[config.mk]
export PLATFORM = sky130hd
export DESIGN_NAME = ecp_host_if
export DESIGN_NICKNAME = d
export VERILOG_FILES = /design/src/rtl/ecp_pkg.sv /design/src/rtl/ecp_hostport.sv /design/src/rtl/ecp_evq.sv /design/src/rtl/ecp_seq.sv /design/src/rtl/ecp_host_if.sv
export SDC_FILE = /design/constraint.sdc
export NUM_CORES = 1
export LEC_CHECK = 0
export BUFFER_PORTS_ARGS = -buffer_cell sky130_fd_sc_hd__buf_2
export CAP_MARGIN = 20
export CORE_MARGIN = 1
export CORE_UTILIZATION = 45
export CTS_CLUSTER_SIZE = 28
export DETAILED_ROUTE_END_ITERATION = 12
export PLACE_DENSITY = 0.84
export SLEW_MARGIN = 40
export SYNTH_ARGS = -nofsm -noshare
export SYNTH_HDL_FRONTEND = slang
export SYNTH_SLANG_ARGS = --single-unit
[constraint.sdc]
create_clock -name clk -period 1.5 [get_ports clk]
set_clock_uncertainty 0.15 [all_clocks]
set_input_delay 0.075 -clock clk [delete_from_list [all_inputs] [get_ports clk]]
set_output_delay 0.075 -clock clk [all_outputs]
set_load 0.005 [all_outputs]
[src/rtl/ecp_pkg.sv]
// Shared encodings for the host port interface: sequencer states,
// command codes, the burst acknowledge byte and the status bit positions.
package ecp_pkg;
    typedef enum logic [1:0] {
        SQ_IDLE = 2'd0,
        SQ_RADR = 2'd1,
        SQ_WADR = 2'd2,
        SQ_WDAT = 2'd3
    } seq_st_t;

    localparam logic [7:0] OP_READ  = 8'h80;
    localparam logic [7:0] OP_WRITE = 8'h81;
    localparam logic [7:0] OP_BON   = 8'h82;
    localparam logic [7:0] OP_BOFF  = 8'h83;
    localparam logic [7:0] OP_QUERY = 8'h84;
    localparam logic [7:0] BURST_ACK = 8'h90;

    localparam int SB_OBF   = 0;
    localparam int SB_IBF   = 1;
    localparam int SB_CMD   = 3;
    localparam int SB_BURST = 4;
    localparam int SB_EVT   = 5;
endpackage

[src/rtl/ecp_hostport.sv]
// Host-facing buffers and handshake flags.
// Assumes: one host access per cycle. A write made while IBF is still
// set replaces the unconsumed byte. A sequencer load of the output
// buffer wins over a host read in the same cycle.
module ecp_hostport #(
    parameter int DW = 8
) (
    input  logic          clk,
    input  logic          rst_n,
    input  logic          hst_wr,
    input  logic          hst_rd,
    input  logic          hst_port,
    input  logic [DW-1:0] hst_wdata,
    input  logic          ld_obuf,
    input  logic [DW-1:0] ld_val,
    input  logic          burst,
    input  logic          evt_any,
    output logic          ibf,
    output logic          obf,
    output logic          cmd_flag,
    output logic [DW-1:0] inbuf,
    output logic [DW-1:0] hst_rdata
);
    import ecp_pkg::*;

    logic [DW-1:0] obuf;
    logic [DW-1:0] status;

    // Input side: latch the host byte; IBF drops once the sequencer takes it.
    always_ff @(posedge clk) begin
        if (!rst_n) begin
            ibf      <= 1'b0;
            cmd_flag <= 1'b0;
            inbuf    <= '0;
        end else if (hst_wr) begin
            ibf      <= 1'b1;
            cmd_flag <= hst_port;
            inbuf    <= hst_wdata;
        end else if (ibf) begin
            ibf <= 1'b0;
        end
    end

    // Output side: sequencer loads set OBF; a host data-port read clears it.
    always_ff @(posedge clk) begin
        if (!rst_n) begin
            obf  <= 1'b0;
            obuf <= '0;
        end else if (ld_obuf) begin
            obf  <= 1'b1;
            obuf <= ld_val;
        end else if (hst_rd && !hst_port) begin
            obf <= 1'b0;
        end
    end

    // Status assembly and port read mux.
    always_comb begin
        status           = '0;
        status[SB_OBF]   = obf;
        status[SB_IBF]   = ibf;
        status[SB_CMD]   = cmd_flag;
        status[SB_BURST] = burst;
        status[SB_EVT]   = evt_any;
        hst_rdata        = hst_port ? status : obuf;
    end
endmodule

[src/rtl/ecp_evq.sv]
// Pending-event store with a lowest-number-first query.
// Assumes: event bit i is reported as number i+1 and NEV stays below 256.
// A raise and a take of the same event in one cycle leave it pending.
module ecp_evq #(
    parameter int NEV = 8,
    parameter int DW  = 8
) (
    input  logic           clk,
    input  logic           rst_n,
    input  logic [NEV-1:0] evt_set,
    input  logic           take,
    output logic [DW-1:0]  low_num,
    output logic           any
);
    logic [NEV-1:0] pend;
    logic [NEV-1:0] low_hot;

    // Isolate the lowest pending bit and encode its number.
    always_comb begin
        low_hot = pend & (~pend + 1'b1);
        low_num = '0;
        for (int i = NEV - 1; i >= 0; i--) begin
            if (pend[i]) low_num = DW'(i + 1);
        end
    end

    // One flop per event: raise on a pulse, drop when the query takes it.
    for (genvar g = 0; g < NEV; g++) begin : g_ev
        always_ff @(posedge clk) begin
            if (!rst_n)           pend[g] <= 1'b0;
            else if (evt_set[g])  pend[g] <= 1'b1;
            else if (take && low_hot[g]) pend[g] <= 1'b0;
        end
    end

    assign any = |pend;
endmodule

[src/rtl/ecp_seq.sv]
// Command sequencer: takes one buffered byte per cycle while IBF is set,
// decodes commands and drives single-cycle register-bus accesses.
// Assumes: rb_rdata is valid combinationally in the request cycle.
module ecp_seq #(
    parameter int DW = 8,
    parameter int AW = 8
) (
    input  logic          clk,
    input  logic          rst_n,
    input  logic          ibf,
    input  logic          cmd_flag,
    input  logic [DW-1:0] inbuf,
    input  logic [DW-1:0] rb_rdata,
    input  logic [DW-1:0] qry_num,
    output logic          rb_req,
    output logic          rb_we,
    output logic [AW-1:0] rb_addr,
    output logic [DW-1:0] rb_wdata,
    output logic          ld_obuf,
    output logic [DW-1:0] ld_val,
    output logic          qry_take,
    output logic          burst
);
    import ecp_pkg::*;

    seq_st_t       st, st_nx;
    logic [AW-1:0] adr_q;
    logic          burst_nx;

    // Decode the byte being taken and choose outputs and next state.
    always_comb begin
        st_nx    = st;
        burst_nx = burst;
        rb_req   = 1'b0;
        rb_we    = 1'b0;
        rb_addr  = adr_q;
        rb_wdata = inbuf;
        ld_obuf  = 1'b0;
        ld_val   = rb_rdata;
        qry_take = 1'b0;
        if (ibf && cmd_flag) begin
            st_nx = SQ_IDLE;
            case (inbuf)
                OP_READ:  st_nx = SQ_RADR;
                OP_WRITE: st_nx = SQ_WADR;
                OP_BON: begin
                    burst_nx = 1'b1;
                    ld_obuf  = 1'b1;
                    ld_val   = BURST_ACK;
                end
                OP_BOFF:  burst_nx = 1'b0;
                OP_QUERY: begin
                    ld_obuf  = 1'b1;
                    ld_val   = qry_num;
                    qry_take = 1'b1;
                end
                default: ;
            endcase
        end else if (ibf) begin
            case (st)
                SQ_RADR: begin
                    rb_req  = 1'b1;
                    rb_addr = AW'(inbuf);
                    ld_obuf = 1'b1;
                    st_nx   = SQ_IDLE;
                end
                SQ_WADR: st_nx = SQ_WDAT;
                SQ_WDAT: begin
                    rb_req = 1'b1;
                    rb_we  = 1'b1;
                    st_nx  = SQ_IDLE;
                end
                default: ;
            endcase
        end
    end

    // Sequencer state, captured write address and burst flag.
    always_ff @(posedge clk) begin
        if (!rst_n) begin
            st    <= SQ_IDLE;
            adr_q <= '0;
            burst <= 1'b0;
        end else begin
            st    <= st_nx;
            burst <= burst_nx;
            if (ibf && !cmd_flag && st == SQ_WADR) adr_q <= AW'(inbuf);
        end
    end
endmodule

[src/rtl/ecp_host_if.sv]
// Top of the host port interface: host buffers, command sequencer and
// event store. Assumes a single clock domain with the host strobes
// already synchronous to clk.
module ecp_host_if #(
    parameter int DW  = 8,
    parameter int AW  = 8,
    parameter int NEV = 8
) (
    input  logic           clk,
    input  logic           rst_n,
    input  logic           hst_wr,
    input  logic           hst_rd,
    input  logic           hst_port,
    input  logic [DW-1:0]  hst_wdata,
    output logic [DW-1:0]  hst_rdata,
    output logic           rb_req,
    output logic           rb_we,
    output logic [AW-1:0]  rb_addr,
    output logic [DW-1:0]  rb_wdata,
    input  logic [DW-1:0]  rb_rdata,
    input  logic [NEV-1:0] evt_set,
    output logic           evt_pend_o
);
    logic          ibf_w, obf_w, cmd_w, burst_w, ld_w, take_w;
    logic [DW-1:0] inbuf_w, ldv_w, num_w;

    ecp_hostport #(.DW(DW)) u_port (
        .clk(clk), .rst_n(rst_n), .hst_wr(hst_wr), .hst_rd(hst_rd),
        .hst_port(hst_port), .hst_wdata(hst_wdata), .ld_obuf(ld_w),
        .ld_val(ldv_w), .burst(burst_w), .evt_any(evt_pend_o),
        .ibf(ibf_w), .obf(obf_w), .cmd_flag(cmd_w), .inbuf(inbuf_w),
        .hst_rdata(hst_rdata)
    );

    ecp_seq #(.DW(DW), .AW(AW)) u_seq (
        .clk(clk), .rst_n(rst_n), .ibf(ibf_w), .cmd_flag(cmd_w),
        .inbuf(inbuf_w), .rb_rdata(rb_rdata), .qry_num(num_w),
        .rb_req(rb_req), .rb_we(rb_we), .rb_addr(rb_addr),
        .rb_wdata(rb_wdata), .ld_obuf(ld_w), .ld_val(ldv_w),
        .qry_take(take_w), .burst(burst_w)
    );

    ecp_evq #(.NEV(NEV), .DW(DW)) u_evq (
        .clk(clk), .rst_n(rst_n), .evt_set(evt_set), .take(take_w),
        .low_num(num_w), .any(evt_pend_o)
    );
endmodule

==> impl_metrics.toml, run 1 <==
[run_status]
outcome = "complete, but fails checks"
failing_checks = "setup timing"

[timing]
rsz0062_at_grt = "true"
fmax_ghz = 0.596
period_minus_slack_ns = 1.68
timing.final.hold_violations = 0
timing.final.max_slew_violations = 0
setup-violations-final = 19
maxSlewHeadroom = 0.740
timing.final.ws_setup_ns = -0.178
layout_worst_path_cycle_share = 1.12
tightest_slew_ns = 0.390
final_layout_worst_hold_slack_ns = 0.00860

[finish]
final_core_util = 0.787
final_net_count = 351
syn2layout_area_growth_pct = 63.0
final_layout_size_suffix_gt1_frac = 0.486
fillCellCount = 220
multi_input_area_mm2 = 0.00120
sequential_cell_area_um2 = 773
antennaDiodeCount = 0

[setup_path]
worst-path-max-fanout = 2
critPathCaptureType = "output pin"
critPathMaxStageDelay_ns = 0.33
type_of_the_setup_path_with_the_least_slack = "flop to output pin"
start_kind = "flop"
critical_path_required_ns = 1.27
crit_arrival_ns = 1.45
critPathSlowestCell = "dfxtp_1"
worstPathCellList = "nor3_1 -> nand3b_1 -> mux2_2 -> buf_2"

[min_path]
hp-class = "input port to flop"

[cts]
deepest_clock_path_buffer_count = 2
numCtsBuffers = 5
clock_sinks = 38
cts_tree = "built"
clk_root_buffer_cell = "clkbuf_8"
htreeDepth = 2
insertion_delay_ns = 0.29
clk_pin_slew_worst_paths_ns = 0.07

[global_routing]
global_route.usage.total = 0.285
grt_antenna_before_repair = 0
grt_start_max_net_pins = 18
grt_pass1_wl_um = 9120
global_route_congestion_overflow_total = 0
grt_pass1_vias = 1974

[power]
p_leak_nw = 1.33
power.share.clock = 0.369
pwr-share-seq = 0.471
cell_internal_pwr_mw = 1.74
fraction_of_power_spent_switching_nets = 0.246
pwr_density_cell_mw_per_mm2 = 776
power.share.combinational = 0.160
p_switching_mw = 0.567
vdd.ir_drop.worst_uv = 607

[synth]
synthArstFlopShare = 0
syn_avg_cell_area_um2 = 8.43
yosys_register_bits = 38
yosysSeqAreaShare = 0.418
synth_flop_cell = "dfxtp_1"
synth-warning-count = 0
synth_edf_count = 0
synth_cell_area_mm2 = 0.00182
netlist_instances = 216
synth_fp_nets = 245
netlist-cell-type-count = 40

[placed_design]
numPortBuffers = 55
gp_congestion = 0.810
dpl.hpwl_um = 3320

[detailed_routing]
detail_route.first_pass.iterations = 4
wl_um = 6020
routed-via-count = 2015
remaining_drc_errors = 0
postRouteAntennaNets = 0
initialDrtViolationCount = 102
route.detailed.wl_per_inst_um = 16.2
post_drt_via_cell_ratio = 5.43

[floorplan]
die_area_mm2 = 0.00430
die_width_um = 65.6
initial_utilization = 0.483
core.rowCount = 22
die_ht_um = 65.6
boundaryPins = 56
fp.coreArea_mm2 = 0.00377

[run]
cap_violations = 0
-- worst max-delay path: cells and delay by family, from the launching register on --
kind | cells | cell delay (ns)
flip-flops | 1 | 0.33
buffers and inverters | 1 | 0.12
AND/OR/NAND/NOR | 2 | 0.44
multiplexers | 1 | 0.28
-- per-stage QoR --
step | cells | setup slack (ns) | total power, mW | setup TNS, ns | area [um^2]
after floorplan | 216 | 0.00561 | 1.23 | 0 | 1820
after global placement | 330 | 0.0303 | 1.35 | 0 | 2270
after detailed placement | 330 | -0.0516 | 1.35 | -0.199 | 2270
after CTS | 367 | -0.170 | 2.26 | -0.889 | 2800
after global routing | 371 | -0.244 | 2.38 | -2.72 | 2970
final | 371 | -0.178 | 2.30 | -1.61 | 2970
-- path summary, 6_finish.rpt --
path                                      start             end  slack (ns)  cells after the start
worst max-delay path              u_evq.pend[0]    hst_rdata[5]       -0.18                      4
worst min-delay path                      rst_n  u_port.obuf[2]       0.009                      2
worst max register to register  u_port.cmd_flag  u_port.obuf[4]       -0.11                      6
worst min register to register   u_port.obuf[6]  u_port.obuf[6]        0.31                      2
-- flip-flops by register name, summed over array words and instances (netlist names) --
| name | count |
|---|---|
| u_port.obf | 1 |
| u_seq.st | 2 |
| u_seq.adr_q | 8 |
| u_evq.pend | 8 |
| u_port.ibf | 1 |
| u_seq.burst | 1 |
| u_port.inbuf | 8 |
| u_port.cmd_flag | 1 |
| u_port.obuf | 8 |
-- cell type report --
class                   instances  share of cell area
flip-flops and latches         38               0.261
inverters                       4             0.00506
repair buffers                112               0.274
clock buffers                   7              0.0257
clock inverters                 1              0.0101
well taps                      48              0.0202
multi-input cells             161               0.405
-- logic make-up (layout without fill, tap and decap cells) --
| kind of cell | Yosys count | in the layout | synth area share |
|---|---|---|---|
| DFF | 38 | 38 | 0.418 |
| xor gates and xnor gates | 1 | 1 | 0.00481 |
| and+or+nand+nor | 104 | 104 | 0.291 |
| AOI/OAI and AO/OA | 34 | 34 | 0.116 |
| muxes | 22 | 22 | 0.124 |
| buffers and inverters | 17 | 124 | 0.0454 |
-- cell usage in the layout (no fill, tap or decap), types with 3 or more instances in the layout --
cell and instances:
buf_2 54, nor2_1 31, dfxtp_1 30, buf_4 24, dlygate4sd3_1 20, nand2_1 19, mux2i_1 16, buf_6 13
nand2_2 12, o21ai_0 10, a21oi_1 8, dfxtp_2 7, nand2_4 5, clkbuf_8 5, inv_1 4, nor2b_1 4
mux2_2 4, nor2_2 4, nand3_1 4, a31oi_1 4, nor3_1 3, nor4_4 3, o221a_1 3
-- power groups by stage --
stage               sequential, mW  combinational (mW)  clock [mW]
floorplan                     1.10               0.124           0
global route                  1.09               0.396       0.901
global placement              1.09               0.251           0
detailed placement            1.10               0.258           0
finish                        1.08               0.368       0.851
CTS                           1.08               0.333       0.843
-- synth_stat cells, drive strengths merged, types with 2 or more instances --
master / instances / share of area
mux2: 5 / 0.031
nor3: 5 / 0.020
clkbuf: 6 / 0.013
o21ai: 12 / 0.033
dfxtp: 38 / 0.42
inv: 4 / 0.0082
mux2i: 17 / 0.093
nor4: 3 / 0.019
buf: 7 / 0.024
nor2: 37 / 0.076
a31oi: 5 / 0.017
nand2: 36 / 0.076
nor2b: 4 / 0.014
and4b: 2 / 0.013
a21oi: 10 / 0.027
o221a: 3 / 0.019
and2: 2 / 0.0069
nand4: 2 / 0.0069
nand3: 6 / 0.022
-- metal layers --
layer / wire (um) / track usage / vias to the layer above
met5: 0 / 0 / -
met4: 172 / 0.163 / 0
met3: 346 / 0.0434 / 18
met2: 2970 / 0.504 / 81
met1: 2530 / 0.322 / 957
li1: - / - / 959
-- timing repair --
action | 4_1_cts | 5_1_grt
pin swaps | 17 | 19
resized for setup | 42 | 35
gates cloned | 1 | 0
buffers inserted | 9 | 4
hold endpoints to repair | 20 | 0
hold buffers | 20 | 0
setup endpoints to repair | 21 | 25
Note: power is estimated with default switching activity, not from simulation.
==> inputs of run 2 (changes only) <==
--- a/config.mk
+++ b/config.mk
@@ -5,8 +5,8 @@
 export SDC_FILE = /design/constraint.sdc
 export NUM_CORES = 1
 export LEC_CHECK = 0
+export ABC_CLOCK_PERIOD_IN_PS = 1380
 export BUFFER_PORTS_ARGS = -buffer_cell sky130_fd_sc_hd__buf_2
-export CAP_MARGIN = 20
 export CORE_MARGIN = 1
 export CORE_UTILIZATION = 45
 export CTS_CLUSTER_SIZE = 28
==> constraint.sdc (replaced) <==
create_clock -name clk -period 1.38 [get_ports clk]
set_clock_uncertainty 0.15 [all_clocks]
set_input_delay 0.069 -clock clk [delete_from_list [all_inputs] [get_ports clk]]
set_output_delay 0.069 -clock clk [all_outputs]
set_load 0.005 [all_outputs]
==> run 2 against run 1 <==
  * The run still ends with setup timing left
  * Power increased by 4.7%
  * Non-clock buffer count increased by 13
  * Combinational power increased by 26%
  * Die area unchanged
  * Sequential share of layout area decreased by 1.9 points
  * Critical endpoint unchanged
  * Final cell count increased by 3.0%
==> impl_metrics.toml, run 2 (synthesis results as in run 1) <==
[detailed_routing]
detail_route.first_pass.iterations = 4
remaining_drc_errors = 0
postRouteAntennaNets = 0
wl_um = 7030
initialDrtViolationCount = 149
route.detailed.wl_per_inst_um = 18.4
post_drt_via_cell_ratio = 5.57
routed-via-count = 2129

[global_routing]
grt_start_max_net_pins = 25
global_route.usage.total = 0.298
global_route_congestion_overflow_total = 0
grt_antenna_before_repair = 0
grt_pass1_wl_um = 9430
grt_pass1_vias = 2010

[placed_design]
dpl.hpwl_um = 3350
gp_congestion = 0.780
placed_area_mm2 = 0.00235
numPortBuffers = 55

[floorplan]
core.rowCount = 22
die_ht_um = 65.6
die_area_mm2 = 0.00430
fp.coreArea_mm2 = 0.00377
initial_utilization = 0.483
boundaryPins = 56
die_width_um = 65.6

[setup_path]
start_kind = "flop"
type_of_the_setup_path_with_the_least_slack = "flop to output pin"
critPathSlowestCell = "dfxtp_2"
critical_path_required_ns = 1.16
critPathCaptureType = "output pin"
critical_path.top_delay_family = "simple AND/OR/NAND/NOR gates"
critical_path_buf_inv_count = 2
worst-path-max-fanout = 2
worstPathCellList = "nor4_2 -> buf_4 -> nand3b_1 -> mux2_2 -> buf_2"
crit_arrival_ns = 1.54
critPathMaxStageDelay_ns = 0.33
rrSetupSlack_ns = -0.30

[run_status]
outcome = "complete, but fails checks"
failing_checks = "setup timing"

[cts]
insertion_delay_ns = 0.30
htreeDepth = 2
clock_sinks = 38
numCtsBuffers = 5
cts_tree = "built"
deepest_clock_path_buffer_count = 2
clk_pin_slew_worst_paths_ns = 0.08
clk_root_buffer_cell = "clkbuf_8"

[run]
cap_violations = 0

[timing]
fmax_ghz = 0.568
rsz0062_at_grt = "true"
timing.final.hold_violations = 0
setup-violations-final = 38
timing.final.ws_setup_ns = -0.382
timing.final.max_slew_violations = 0
layout_worst_path_cycle_share = 1.28
maxSlewHeadroom = 0.763
tightest_slew_ns = 0.355
period_minus_slack_ns = 1.76

[finish]
mostFrequentLayoutCell = "buf_2"
syn2layout_area_growth_pct = 75.6
final_layout_size_suffix_gt1_frac = 0.530
antennaDiodeCount = 0
layout_common_cells = "52 x buf_2, 31 x buf_4, 31 x dfxtp_1"
final_core_util = 0.848
final_net_count = 364
finish.instance_area_mm2 = 0.00320

[min_path]
hp-class = "input port to flop"

[power]
power.share.combinational = 0.192
vdd.ir_drop.worst_uv = 755
fraction_of_power_spent_switching_nets = 0.268
p_switching_mw = 0.647
power.share.clock = 0.318
pwr-share-seq = 0.489
p_leak_nw = 1.44
cell_internal_pwr_mw = 1.77
pwr_density_cell_mw_per_mm2 = 755
==> run 2: worst register-to-register path, stage by stage, from the launching register on <==
cell and delay (ns):
dfxtp_1 0.33, and4b_2 0.35, buf_6 0.15, nand3_4 0.13, a21oi_1 0.27, o221a_1 0.24
==> run 2: per-layer routing <==
metal / vias up / part of all wire / GRT usage / wire length [um]
met5: - / 0 / 0 / 0
met4: 0 / 0.045 / 0.141 / 314
met3: 29 / 0.064 / 0.0590 / 449
met2: 92 / 0.51 / 0.534 / 3590
met1: 1030 / 0.38 / 0.333 / 2680
li1: 978 / - / - / -
==> run 2: worst paths after layout <==
path,end,from,depth (start not counted)
max,hst_rdata[5],u_evq.pend[5],5
min,u_port.ibf,hst_wr,2
max reg2reg,u_port.obuf[0],u_port.inbuf[6],5
min reg2reg,u_port.obuf[6],u_port.obuf[6],2
==> run 2: metrics by stage <==
step                      setup slack [ns]  cells  total power, mW  setup TNS, ns  hold WS [ns]
after floorplan                    -0.0645    216             1.34         -0.274        0.0336
after global placement             -0.0404    338             1.48         -0.269         0.124
after detailed placement            -0.116    338             1.49         -0.784         0.133
after CTS                           -0.366    378             2.32          -3.48        0.0361
after global routing                -0.448    382             2.50          -7.43        0.0461
final                               -0.382    382             2.41          -5.80        0.0421
==> run 2: timing repair <==
| item | CTS | global route |
|---|---|---|
| gates cloned | 2 | 0 |
| endpoints found under the setup margin | 33 | 40 |
| hold buffers | 22 | 0 |
| endpoints found under the hold margin | 25 | 0 |
| pin swaps | 24 | 18 |
| buffers inserted | 10 | 7 |
| gates resized for setup | 46 | 49 |
==> run 2: power groups by stage <==
| stage | clock network (mW) | registers (mW) | logic [mW] |
|---|---|---|---|
| floorplan | 0 | 1.20 | 0.137 |
| global placement | 0 | 1.19 | 0.294 |
| detailed placement | 0 | 1.19 | 0.299 |
| CTS | 0.754 | 1.17 | 0.389 |
| global route | 0.825 | 1.18 | 0.491 |
| finish | 0.768 | 1.18 | 0.464 |
==> run 2: area by class of cell <==
cell class / count / area [um^2]
clock buffers: 6 / 82.6
fillers: 187 / 574
inverters: 4 / 15.0
multi-input cells: 161 / 1300
flip-flops and latches: 38 / 772
well taps: 48 / 60.1
repair buffers: 125 / 970
==> inputs of run 3 (changes only) <==
--- a/config.mk
+++ b/config.mk
@@ -11,7 +11,7 @@
 export CORE_UTILIZATION = 45
 export CTS_CLUSTER_SIZE = 28
 export DETAILED_ROUTE_END_ITERATION = 12
-export PLACE_DENSITY = 0.84
+export PLACE_DENSITY = 0.74
 export SLEW_MARGIN = 40
 export SYNTH_ARGS = -nofsm -noshare
 export SYNTH_HDL_FRONTEND = slang
==> run 3 against run 2 <==
  * The run still ends with setup timing left
  * Global-route usage shrank 3.3 points
  * Cell area shrank 6.0%
  * Worst setup slack lost 0.075 ns
  * Sequential cell count is the same
  * Count of clock-buffer cells in the layout grew 1
  * Utilization shrank 5.1 points
  * Non-clock buffer count shrank 8
  * Hold slack lost 0.020 ns
  * Sequential share of layout area grew 1.8 points
  * Register-to-register slack gained 0.10 ns
==> impl_metrics.toml, run 3 (synthesis results as in run 1) <==
[run_status]
outcome = "complete, but fails checks"
failing_checks = "setup timing"

[setup_path]
worst-r2r-cell-count = 5
critPathCaptureType = "output pin"
regToRegStartpoint = "u_port.inbuf[5]"
type_of_the_setup_path_with_the_least_slack = "flop to output pin"
worst-path-max-fanout = 2
timing.rr.end = "u_port.obuf[1]"
critical_path_required_ns = 1.16
crit_arrival_ns = 1.62
rrSetupSlack_ns = -0.20
start_kind = "flop"
setup.worst_path.start = "u_evq.pend[5]"

[placed_design]
dpl.hpwl_um = 3290
numPortBuffers = 55
placedCellCount = 336
preCtsSetupSlack_ns = -0.174
gp_congestion = 0.847
placed_area_mm2 = 0.00234

[detailed_routing]
wl_um = 5800
detail_route.first_pass.iterations = 4
postRouteAntennaNets = 0
routed-via-count = 1961
route.detailed.wl_per_inst_um = 15.5
remaining_drc_errors = 0
post_drt_via_cell_ratio = 5.23
initialDrtViolationCount = 145

[cts]
clk_root_buffer_cell = "clkbuf_8"
numCtsBuffers = 5
cts_tree = "built"
insertion_delay_ns = 0.28
htreeDepth = 2
deepest_clock_path_buffer_count = 2
clock_sinks = 38
clk_pin_slew_worst_paths_ns = 0.07

[floorplan]
die_width_um = 65.6
boundaryPins = 56
die_area_mm2 = 0.00430
die_ht_um = 65.6
initial_utilization = 0.483
fp.coreArea_mm2 = 0.00377
core.rowCount = 22

[timing]
setup-violations-final = 32
fmax_ghz = 0.544
maxSlewHeadroom = 0.797
timing.final.max_slew_violations = 0
rsz0062_at_grt = "true"
layout_worst_path_cycle_share = 1.33
timing.final.ws_setup_ns = -0.457
timing.final.hold_violations = 0
period_minus_slack_ns = 1.84
tightest_slew_ns = 0.304
setup_total_negative_slack_ns = -4.63
final_layout_worst_hold_slack_ns = 0.0217

[global_routing]
global_route.usage.total = 0.265
grt_pass1_vias = 1883
grt_start_max_net_pins = 25
grt_antenna_before_repair = 0
grt_pass1_wl_um = 8580
global_route_congestion_overflow_total = 0

[min_path]
hold-path-endpoint = "u_port.obf"
hold_path_depth = 4
hold_start = "hst_rd"
hp-class = "input port to flop"

[finish]
final_layout_size_suffix_gt1_frac = 0.495
final_net_count = 356
mostFrequentLayoutCell = "buf_2"
layout_common_cells = "52 x buf_2, 31 x nor2_1, 29 x buf_4"
fillCellCount = 227
stdcell_count = 375
antennaDiodeCount = 0
syn2layout_area_growth_pct = 65.0
final_core_util = 0.797
finish.instance_area_mm2 = 0.00300

[power]
vdd.ir_drop.worst_uv = 645
p_leak_nw = 1.36
pwr_density_cell_mw_per_mm2 = 771
post-layout-total-power_mw = 2.31

[run]
cap_violations = 0
-- run 3: cell types whose count changed in the layout (fill, tap and decap cells not counted), sizes merged --
cell / change
buf: -5
dlygate4sd3: -2
-- run 3: layout make-up --
| class | count | area [um^2] | share of cell area |
|---|---|---|---|
| flip-flops and latches | 38 | 781 | 0.260 |
| inverters | 4 | 15.0 | 0.00500 |
| multi-input cells | 161 | 1200 | 0.401 |
| repair buffers | 117 | 867 | 0.289 |
| clock buffers | 7 | 76.3 | 0.0254 |
| well taps | 48 | 60.1 | 0.0200 |
-- run 3: routing by layer --
layer	wire, um	share of wire	global-route usage	up-vias
met2	2940	0.51	0.452	64
met5	0	0	0	-
li1	-	-	-	963
met1	2540	0.44	0.322	923
met4	74	0.013	0.0761	0
met3	239	0.041	0.0729	11
-- run 3: worst max-delay path, stage by stage, from the launching register on --
cell,delay [ns]
dfxtp_2,0.34
nor4_4,0.31
buf_4,0.17
nand3b_1,0.11
mux2_4,0.29
buf_6,0.12
-- run 3: how the worst max path moves through the flow --
stage / cells after the start / to / slack, ns
2_1_floorplan: 6 / u_port.obuf[0] / -0.06
3_3_place_gp: 4 / u_port.obuf[1] / -0.12
3_5_place_dp: 5 / hst_rdata[5] / -0.17
4_1_cts: 5 / hst_rdata[5] / -0.41
5_1_grt: 5 / hst_rdata[5] / -0.52
6_report: 5 / hst_rdata[5] / -0.46
-- run 3: timing repair --
item                                   CTS  global route
pin swaps                               22            18
gates resized for setup                 38            39
setup endpoints to repair               27            41
hold buffers                            20             0
endpoints found under the hold margin   20             0
buffers inserted                         8             6
gates cloned                             1             0
-- run 3: report_power, final --
part           internal (mW)  switching (mW)  leakage, nW  total [mW]
Combinational          0.242           0.201         1.01       0.443
Clock                  0.347           0.350       0.0383       0.697
Sequential              1.13          0.0421        0.315        1.18
Total                   1.72           0.592         1.36        2.31
